$ cat src/rtl/gct_pkg.sv
package gct_pkg;
  localparam int GRP_MAX = 5;
  localparam int SLOT_W  = 3;
  localparam int CNT_W   = 3;

  typedef logic [GRP_MAX-1:0] fin_mask_t;

  // slots at or beyond the group size start out finished
  function automatic fin_mask_t slot_fill(logic [CNT_W-1:0] n);
    fin_mask_t m;
    for (int s = 0; s < GRP_MAX; s++) m[s] = (CNT_W'(s) >= n);
    return m;
  endfunction
endpackage

$ cat src/rtl/gct_free_pick.sv
module gct_free_pick #(
  parameter int DEPTH = 16,
  localparam int IDXW = $clog2(DEPTH)
) (
  input  logic [DEPTH-1:0] vld_i,
  output logic [IDXW-1:0]  pick_o,
  output logic             full_o,
  output logic             empty_o
);
  always_comb begin
    pick_o = '0;
    for (int i = DEPTH - 1; i >= 0; i--) begin
      if (!vld_i[i]) pick_o = i[IDXW-1:0];
    end
  end

  assign full_o  = &vld_i;
  assign empty_o = ~|vld_i;
endmodule

$ cat src/rtl/gct_thread_list.sv
module gct_thread_list #(
  parameter int DEPTH = 16,
  localparam int IDXW = $clog2(DEPTH)
) (
  input  logic            clk_i,
  input  logic            rst_ni,
  input  logic            flush_i,
  input  logic            push_i,
  input  logic [IDXW-1:0] push_idx_i,
  input  logic            pop_i,
  input  logic [IDXW-1:0] head_next_i,
  output logic [IDXW-1:0] head_o,
  output logic [IDXW-1:0] tail_o,
  output logic            has_o
);
  logic [IDXW:0]   cnt_q;
  logic [IDXW-1:0] head_q, tail_q;

  always_ff @(posedge clk_i or negedge rst_ni) begin
    if (!rst_ni) begin
      cnt_q  <= '0;
      head_q <= '0;
      tail_q <= '0;
    end else if (flush_i) begin
      cnt_q <= '0;
    end else begin
      cnt_q <= cnt_q + {{IDXW{1'b0}}, push_i} - {{IDXW{1'b0}}, pop_i};
      // new group becomes head if the list is or is about to be empty
      if (push_i && (cnt_q == '0 || (cnt_q == (IDXW+1)'(1) && pop_i)))
        head_q <= push_idx_i;
      else if (pop_i)
        head_q <= head_next_i;
      if (push_i) tail_q <= push_idx_i;
    end
  end

  assign head_o = head_q;
  assign tail_o = tail_q;
  assign has_o  = (cnt_q != '0);

  assert_pop_nonempty_R5: assert property (@(posedge clk_i) disable iff (!rst_ni)
    pop_i |-> has_o);
  assert_cnt_bound_R3: assert property (@(posedge clk_i) disable iff (!rst_ni)
    cnt_q <= (IDXW+1)'(DEPTH));
  assert_flush_drains_R9: assert property (@(posedge clk_i) disable iff (!rst_ni)
    flush_i |=> !has_o);
endmodule

$ cat src/rtl/gct_two_thread.sv
module gct_two_thread
  import gct_pkg::*;
#(
  parameter int DEPTH = 16,
  parameter int NTHR  = 2,
  parameter int NFIN  = 2,
  localparam int IDXW = $clog2(DEPTH),
  localparam int TIDW = (NTHR > 1) ? $clog2(NTHR) : 1,
  localparam int CNTW = CNT_W
) (
  input  logic                   clk_i,
  input  logic                   rst_ni,
  input  logic                   disp_valid_i,
  input  logic [TIDW-1:0]        disp_tid_i,
  input  logic [CNTW-1:0]        disp_cnt_i,
  output logic                   disp_ready_o,
  output logic [IDXW-1:0]        disp_idx_o,
  input  logic [NFIN-1:0]        fin_valid_i,
  input  logic [NFIN*IDXW-1:0]   fin_entry_i,
  input  logic [NFIN*SLOT_W-1:0] fin_slot_i,
  input  logic [NFIN-1:0]        fin_exc_i,
  input  logic [NTHR-1:0]        flush_i,
  output logic [NTHR-1:0]        commit_o,
  output logic [NTHR*IDXW-1:0]   commit_idx_o,
  output logic [NTHR-1:0]        excp_o,
  output logic                   full_o,
  output logic                   empty_o
);
  logic [DEPTH-1:0] vld_q;
  logic [DEPTH-1:0] exc_q;
  logic [TIDW-1:0]  tid_q  [DEPTH];
  fin_mask_t        fin_q  [DEPTH];
  logic [IDXW-1:0]  link_q [DEPTH];

  logic [IDXW-1:0] pick;
  logic            full;
  logic [NTHR-1:0] disp_go, commit_go, has;
  logic [IDXW-1:0] head_w [NTHR];
  logic [IDXW-1:0] tail_w [NTHR];
  logic            link_we;
  logic [IDXW-1:0] link_at;

  gct_free_pick #(.DEPTH(DEPTH)) u_pick (
    .vld_i  (vld_q),
    .pick_o (pick),
    .full_o (full),
    .empty_o(empty_o)
  );

  assign full_o       = full;
  assign disp_ready_o = !full;
  assign disp_idx_o   = pick;

  for (genvar t = 0; t < NTHR; t++) begin : g_thr
    logic hd_done;

    assign disp_go[t] = disp_valid_i && !full && (disp_tid_i == TIDW'(t)) && !flush_i[t];

    gct_thread_list #(.DEPTH(DEPTH)) u_list (
      .clk_i      (clk_i),
      .rst_ni     (rst_ni),
      .flush_i    (flush_i[t]),
      .push_i     (disp_go[t]),
      .push_idx_i (pick),
      .pop_i      (commit_go[t]),
      .head_next_i(link_q[head_w[t]]),
      .head_o     (head_w[t]),
      .tail_o     (tail_w[t]),
      .has_o      (has[t])
    );

    assign hd_done      = has[t] && vld_q[head_w[t]] && (&fin_q[head_w[t]]);
    assign commit_go[t] = hd_done && !exc_q[head_w[t]] && !flush_i[t];
    assign excp_o[t]    = hd_done && exc_q[head_w[t]];
    assign commit_idx_o[t*IDXW +: IDXW] = head_w[t];

    assert_commit_frees_R5: assert property (@(posedge clk_i) disable iff (!rst_ni)
      commit_go[t] |=> !vld_q[$past(head_w[t])]);
    assert_flush_quiet_R9: assert property (@(posedge clk_i) disable iff (!rst_ni)
      flush_i[t] |=> !commit_o[t] && !excp_o[t]);
  end

  assign commit_o = commit_go;

  always_comb begin
    link_we = 1'b0;
    link_at = '0;
    for (int t = 0; t < NTHR; t++) begin
      if (disp_go[t] && has[t]) begin
        link_we = 1'b1;
        link_at = tail_w[t];
      end
    end
  end

  always_ff @(posedge clk_i or negedge rst_ni) begin
    if (!rst_ni) begin
      vld_q <= '0;
      exc_q <= '0;
      for (int e = 0; e < DEPTH; e++) begin
        tid_q[e]  <= '0;
        fin_q[e]  <= '0;
        link_q[e] <= '0;
      end
    end else begin
      for (int e = 0; e < DEPTH; e++) begin
        for (int p = 0; p < NFIN; p++) begin
          if (fin_valid_i[p] && vld_q[e] &&
              fin_entry_i[p*IDXW +: IDXW] == e[IDXW-1:0] &&
              fin_slot_i[p*SLOT_W +: SLOT_W] < SLOT_W'(GRP_MAX)) begin
            fin_q[e][fin_slot_i[p*SLOT_W +: SLOT_W]] <= 1'b1;
            if (fin_exc_i[p]) exc_q[e] <= 1'b1;
          end
        end
        if (vld_q[e] && flush_i[tid_q[e]]) vld_q[e] <= 1'b0;
        for (int t = 0; t < NTHR; t++) begin
          if (commit_go[t] && head_w[t] == e[IDXW-1:0]) vld_q[e] <= 1'b0;
        end
        if (|disp_go && pick == e[IDXW-1:0]) begin
          vld_q[e] <= 1'b1;
          tid_q[e] <= disp_tid_i;
          fin_q[e] <= slot_fill(disp_cnt_i);
          exc_q[e] <= 1'b0;
        end
        if (link_we && link_at == e[IDXW-1:0]) link_q[e] <= pick;
      end
    end
  end

  assert_alloc_fills_R2: assert property (@(posedge clk_i) disable iff (!rst_ni)
    (|disp_go) |=> vld_q[$past(pick)]);
  assert_full_blocks_R3: assert property (@(posedge clk_i) disable iff (!rst_ni)
    full |=> (vld_q == $past(vld_q)) || (|$past(commit_go)) || (|$past(flush_i)));
  assert_empty_idle_R1: assert property (@(posedge clk_i) disable iff (!rst_ni)
    empty_o |-> commit_o == '0 && excp_o == '0);
  assert_one_disp_R2: assert property (@(posedge clk_i) disable iff (!rst_ni)
    $onehot0(disp_go));
endmodule

$ cat config.mk
export PLATFORM = sky130hd
export DESIGN_NAME = gct_two_thread
export DESIGN_NICKNAME = d
export VERILOG_FILES = /design/src/rtl/gct_pkg.sv /design/src/rtl/gct_free_pick.sv /design/src/rtl/gct_thread_list.sv /design/src/rtl/gct_two_thread.sv
export SDC_FILE = /design/constraint.sdc
export NUM_CORES = 1
export LEC_CHECK = 0
export BUFFER_PORTS_ARGS = -buffer_cell sky130_fd_sc_hd__buf_2
export CAP_MARGIN = 20
export CORE_MARGIN = 3
export CORE_UTILIZATION = 58
export DETAILED_ROUTE_END_ITERATION = 7
export PLACE_DENSITY = 0.85
export SLEW_MARGIN = 0
export SYNTH_ARGS = -nofsm -noshare
export SYNTH_HDL_FRONTEND = slang
export SYNTH_SLANG_ARGS = --single-unit
export TNS_END_PERCENT = 1
$ cat constraint.sdc
create_clock -name clk_i -period 5.9 [get_ports clk_i]
set_input_delay 0.885 -clock clk_i [delete_from_list [all_inputs] [get_ports clk_i]]
set_output_delay 0.885 -clock clk_i [all_outputs]
set_load 0.02 [all_outputs]
[Yosys cells after proc, flatten, opt, wreduce, memory -nomap -nowiden]
Cells that the tools add are included.
Operators by class
  equal/unequal tests: 92
  shifts and indexed selects: 0
  reduce and logical (&&, ||, !) cells: 244
  div/mod/pow operators: 0
  muxes and demuxes: 274
  add/sub/neg operators: 4
  bitwise operators: 37
  order comparisons: 31
  $mul: 0
Operators by type and width (count)
  $mux W5: 54
  $logic_and A1 B1 Y1: 199
  $eq A4 B4 Y1 const B: 48
  $mux W1: 184
  $or A5 B5 Y5: 32
  $mux W4: 26
  $eq A4 B3 Y1 const B: 24
  $reduce_bool A4 Y1: 16
  $eq A4 B2 Y1 const B: 12
  $bmux W5 S4: 2
  $bmux W4 S4: 2
  $lt A1 B2 Y1 const B: 16
  $eq A4 B1 Y1 const B: 6
  $logic_not A4 Y1: 6
  $bmux W1 S4: 4
  $reduce_and A16 Y1: 1
  $reduce_or A16 Y1: 1
  $add A5 B1 Y5: 2
  $eq A5 B1 Y1 const B: 2
  $ge A5 B5 Y1 const B: 2
  $logic_not A5 Y1: 2
  $lt A4 B5 Y1 const B: 2
  $not A4 Y5: 2
  $reduce_and A5 Y1: 2
  15 further kinds: 35
Word-level totals
  output and inout bits: 19
  memories kept: 0
  bits in registers: 218
  bits in read-only memories: 0
  input port bits: 27
  latch bits: 0
  word-level logic and storage cells: 753
  memory bits (writable): 0

[Longest topological paths before layout]
  depth in word-level cells: 19
  gate-level depth with buffers: 18
  gate-level depth less buffers: 16

[By module]
A second synthesis with hierarchy kept.
Second synthesis, totals
  cell total of the unflattened synthesis: 1242
  area total of the unflattened synthesis: 13824.5 sq um
Modules (own cells, without submodules)
  gct_two_thread: instances 1, cells an instance 1042, seq. area each 4804.6 sq um, area each 11981.5 sq um
  gct_thread_list (g_thr[0].u_list): instances 1, cells an instance 81, seq. area each 325.3 sq um, area each 817.0 sq um
  gct_thread_list (g_thr[1].u_list): instances 1, cells an instance 81, seq. area each 325.3 sq um, area each 815.8 sq um
  gct_free_pick: instances 1, cells an instance 38, seq. area each 0.0 sq um, area each 210.2 sq um

[Worst setup path after synthesis]
OpenSTA, ideal clock, no wires.
  path type: reg2reg
  start point: register g_thr[0].u_list.head_q[0]
  end point: register g_thr[0].u_list.cnt_q[4]
  clock period less this slack: 4259 ps
  path slack: 1641 ps
  cell stages (with the launch flop): 18
  arrival: 4181 ps
  library setup time: 78 ps
  required time: 5822 ps
  buffers on the path: 4
  cells stage by stage: dfrtp_1 -> buf_2 -> buf_2 -> mux4_2 -> a22o_1 -> o21ai_0 -> or3_1 -> clkbuf_1 -> buf_2 -> nor2_1 -> ha_1 -> inv_1 -> ha_1 -> fa_1 -> a21oi_1 -> nor2_1 -> or3_1 -> a21oi_1
Between the ends
  cells in the longest elaborated chain, start to end: 10
  elaborated cells between the ends (all ways): 16
  those cells by class: 1 x add/sub; 8 x mux; 1 x bitwise; 6 x reduce/logical
RTL lines
  from (decl): RTL line gct_thread_list.sv:17  | logic [IDXW-1:0] head_q, tail_q;
  from (signal assigned): RTL line gct_thread_list.sv:30  | head_q <= push_idx_i;
  from (signal assigned): RTL line gct_thread_list.sv:32  | head_q <= head_next_i;
  $not A4 Y5 (not written as such): RTL line gct_two_thread.sv:72  | assign hd_done = has[t] && vld_q[head_w[t]] && (&fin_q[head_w[t]]);
  $bmux W5 S4: RTL line gct_two_thread.sv:72
  $mux W5 (not written as such) (2 in series): RTL line gct_two_thread.sv:72
  $reduce_and A5 Y1: RTL line gct_two_thread.sv:72
  $logic_and A1 B1 Y1: RTL line gct_two_thread.sv:72
  $logic_and A1 B1 Y1 (*) (2 in series): RTL line gct_two_thread.sv:73  | assign commit_go[t] = hd_done && !exc_q[head_w[t]] && !flush_i[t];
  named net g_thr[0].u_list.pop_i: RTL line gct_thread_list.sv:10  | input logic pop_i,
  $sub A5 B1 Y5 (*): RTL line gct_thread_list.sv:27  | cnt_q <= cnt_q + {{IDXW{1'b0}}, push_i} - {{IDXW{1'b0}}, pop_i};
  $mux W5 (*): RTL line gct_thread_list.sv:24  | end else if (flush_i) begin
  to (signal assigned): RTL line gct_thread_list.sv:27
  to (decl): RTL line gct_thread_list.sv:16  | logic [IDXW:0] cnt_q;
Mark *: on every way through the listed nets, which the timed path passes. The rest lies on a longest branch. The select of a mux whose other input is x is not followed.
A chain may end at the register's enable or synchronous reset.

[Worst setup path after layout]
  start point: register g_thr[0].u_list.head_q[0]
  end point: register g_thr[0].u_list.cnt_q[4]
Between the ends
  cells in the longest elaborated chain, start to end: 10
  elaborated cells between the ends (all ways): 16
  those cells by class: 1 x add/sub; 8 x mux; 1 x bitwise; 6 x reduce/logical
RTL lines (RTL line)
  $not A4 Y5 (not written as such): gct_two_thread.sv:72
  $bmux W5 S4: gct_two_thread.sv:72
  $mux W5 (not written as such) (2 in series): gct_two_thread.sv:72
  $reduce_and A5 Y1: gct_two_thread.sv:72
  $logic_and A1 B1 Y1: gct_two_thread.sv:72
  $logic_and A1 B1 Y1 (*) (2 in series): gct_two_thread.sv:73
  $sub A5 B1 Y5 (*): gct_thread_list.sv:27
  $mux W5 (*): gct_thread_list.sv:24
Every way passes the cells marked *; elsewhere a longest branch is shown, timed or not. The select of a mux whose other input is x is not followed.

==> results.md <==
- Status: finished with violations
- Violated checks: design-rule violations
- Number of global-route vias before repair: 11,400
- Remaining antenna violation count: 0
- Minimum setup slack in the final design: 1.30 ns
- Library cell occupying the most area in the post-synthesis netlist: dfrtp_1
- Maximum count of clock buffers along a single path: 3
- Maximum resistive drop on vdd: 0.295 mV
- Layout cells sized above 1: 26.0%
- Min Tclk post-route: 4.60 ns
- Floorplan die width: 158 um
- Most frequent cells after synthesis: dfrtp_1, a221oi_1, mux2i_1, mux2_2, nand2_1
- Total half-perimeter wirelength after legalization and detailed placement: 29,000 um
- Floorplan row count: 54
- I/O pin count: 46
- DIE AREA: 24,900 um^2
- Type of the setup path with the least slack: flip-flop to flip-flop
- First-pass GRT wire length: 65,800 um
- Via count: 11,300
- Register bit count reported by yosys: 218
- Final clock period utilization by the worst path: 77.9%
- Leakage power: 6.43 nW
- Kind of cell adding the most delay to the critical path: flip-flops
- CTS root buf: clkbuf_16
- Biggest area contributors in the synthesized netlist: dfrtp_1, mux4_2, mux2_2
- TritonCTS Buffers: 24
- Slew Viols, Final: 0
- Areal power density over the cells: 324 nW/um^2
- CP max stage delay: 1.03 ns
- DRC: 5
- Standard cell core area: 22,200 um^2
- Diodes inserted: 0
- Share of the synthesized area in the top cell type: 40.8%
- Final routed wirelength across all metal layers: 42,000 um
- Slew margin rel.: 28.7%
- Crit path capture type: flip-flop
- GRT Total Usage: 34.1%
- Dominant register cell in the synthesized netlist: dfrtp_1
- Nets in the synthesized netlist: 1,216
- Number of instances in the synthesized netlist: 1,175
- Initial cell density of the core: 60.2%
- Share of flip-flops with an asynchronous set or reset: 100%
- Clock-pin slew reported for the worst setup and hold paths after clock tree synthesis: 0.06 ns
- Post-synthesis sequential area ratio: 40.8%
- Clock tree from TritonCTS: yes
- Most numerous cell in the Yosys netlist: dfrtp_1
- Sinks on Clock Net: 218
- CP max FO: 51
- Clk_skew: 0.0259 ns
- Synth unique cells: 72
- Port Buffers: 45
- Cell area after technology mapping: 13,400 um^2
- Nature of the critical path startpoint: flip-flop
- Required time worst endpoint: 6.37 ns
- Routability cong.: 1.02
- Buffers and inverters on the worst path: 2
- Maximum operating frequency: 0.217 GHz
- Area overhead of the layout relative to synthesis: 8.52%
- Detailed router's first-iteration violation count: 1,965
- Max-cap viol count: 0
- CTS Hold Buffers Added: 0
- Fin. Hold Viols: 0
- Die height: 158 um
- WL per Instance: 28.9 um
- Tightest Hold Check Type: input port to asynchronous set/reset pin
- RSZ-0062 raised after global routing: false
- Total power: 4.70 mW
- Via count normalized by instance count: 7.77
- Initial antenna violation count: 0
- Postcts setup bufs: 0
- Signal arrival time at the worst endpoint: 5.07 ns
- Final net count: 1,194
- Post-cts repair resize count: 0
- H-tree levels: 1
- Setup tns final: 0 ns
- Number of warnings issued by yosys: 0
- GRT overflow: 0
- Number of iterations in the first detailed-routing pass: 8
- Worst Max-Slew Pin Slew: 1.07 ns
- Cells along the critical path: mux4_2 > a22o_1 > o21ai_0 > or3_1 > buf_4 > nor2_1 > ha_1 > inv_1 > ha_1 > fa_1 > a21oi_1 > nor2_1 > or3_1 > a21oi_1
- Worst setup slack before clock tree synthesis: 1.37 ns
- Slowest library cell on the worst path: dfrtp_4
- EDFF count, synth: 0
- Total of endpoints with negative setup slack in the final report: 0
- Mapped Avg Cell Area: 11.4 um^2
- Largest net degree at the start of global routing: 146
- Worst-Skew Late Latency: 0.55 ns
[where the power goes]
part / total, mW / switching [mW] / internal [mW] / leakage (nW)
Clock: 1.59 / 0.640 / 0.951 / 0.401
Sequential: 1.93 / 0.317 / 1.61 / 2.99
Combinational: 1.18 / 0.676 / 0.507 / 3.03
Total: 4.70 / 1.63 / 3.07 / 6.43
[state kept, by name (all words and copies together), names as in the netlist]
register	count
g_thr.u_list.head_o	8
g_thr.u_list.tail_o	8
fin_q	80
g_thr.u_list.cnt_q	10
exc_q	16
vld_q	16
tid_q	16
link_q	64
[per-stage QoR]
stage	util, %	hold WS, ns	instance area (um^2)	cells
5_1_grt	65.3	0.354	14500	1450
3_3_place_gp	61.3	0.495	13600	1401
2_1_floorplan	-	0.483	13400	1175
3_5_place_dp	61.4	0.511	13700	1403
6_report	65.3	0.311	14500	1450
4_1_cts	65.2	0.340	14500	1446
[placed cells by master (no fill, tap or decap), types with 5 or more instances in the layout]
cell type	count
or2_2	5
a31oi_1	13
buf_4	14
nand2b_1	9
or3_1	9
clkbuf_1	6
nor3b_2	6
nor4_1	18
a221o_1	6
a21oi_1	25
a221oi_1	91
mux4_2	78
mux2_2	85
nand2_1	79
inv_1	24
and3_1	21
nor2b_1	12
and2_1	5
nor4b_1	6
ha_1	12
and2_0	5
nand4_1	14
o21ai_0	35
a211oi_1	5
and4_1	10
mux2i_1	90
clkbuf_16	24
dfrtp_1	215
o211ai_1	10
a22oi_1	10
clkbuf_8	5
nor2_1	58
buf_2	47
nand3_1	12
a21o_1	8
nor3_1	11
[path summary, 6_finish.rpt]
check	from	slack, ns	end	cells past startpoint
setup / recovery	g_thr[0].u_list.head_o[0]	1.30	g_thr[0].u_list.cnt_q[4]	14
hold / removal	rst_ni	0.31	fin_q[78]	1
setup reg to reg	g_thr[0].u_list.head_o[0]	1.30	g_thr[0].u_list.cnt_q[4]	14
hold reg to reg	tid_q[5]	0.53	tid_q[5]	1
max in group asynchronous	rst_ni	4.41	vld_q[7]	2
min in group clk_i	tid_q[5]	0.53	tid_q[5]	1
[area by class of cell]
type / count / area [um^2]
Inverter: 27 / 101
Multi-Input combinational cell: 816 / 7360
Fill cell: 1616 / 7700
Sequential cell: 218 / 5460
Clock inverter: 8 / 149
Timing Repair Buffer: 66 / 409
Clock buffer: 35 / 692
Tap cell: 280 / 350
[per-layer routing]
layer,vias to the layer above,global-route usage [%],wire length (um)
met5,-,0,0
met4,0,14.0,2210
met3,238,11.3,6060
met2,982,52.0,18400
met1,5518,45.4,15300
li1,4522,-,-
[kinds of logic after synthesis]
family                     Yosys count  share of synthesized area [%]
muxes                              254                           27.1
buffers and inverters              141                           4.51
AOI/OAI and AO/OA                  234                           13.1
DFF                                218                           40.8
and+or+nand+nor                    308                           12.7
adders and majority gates           14                           1.42
xor gates and xnor gates             6                          0.393
No activity file was read; power rests on OpenSTA's default activity.
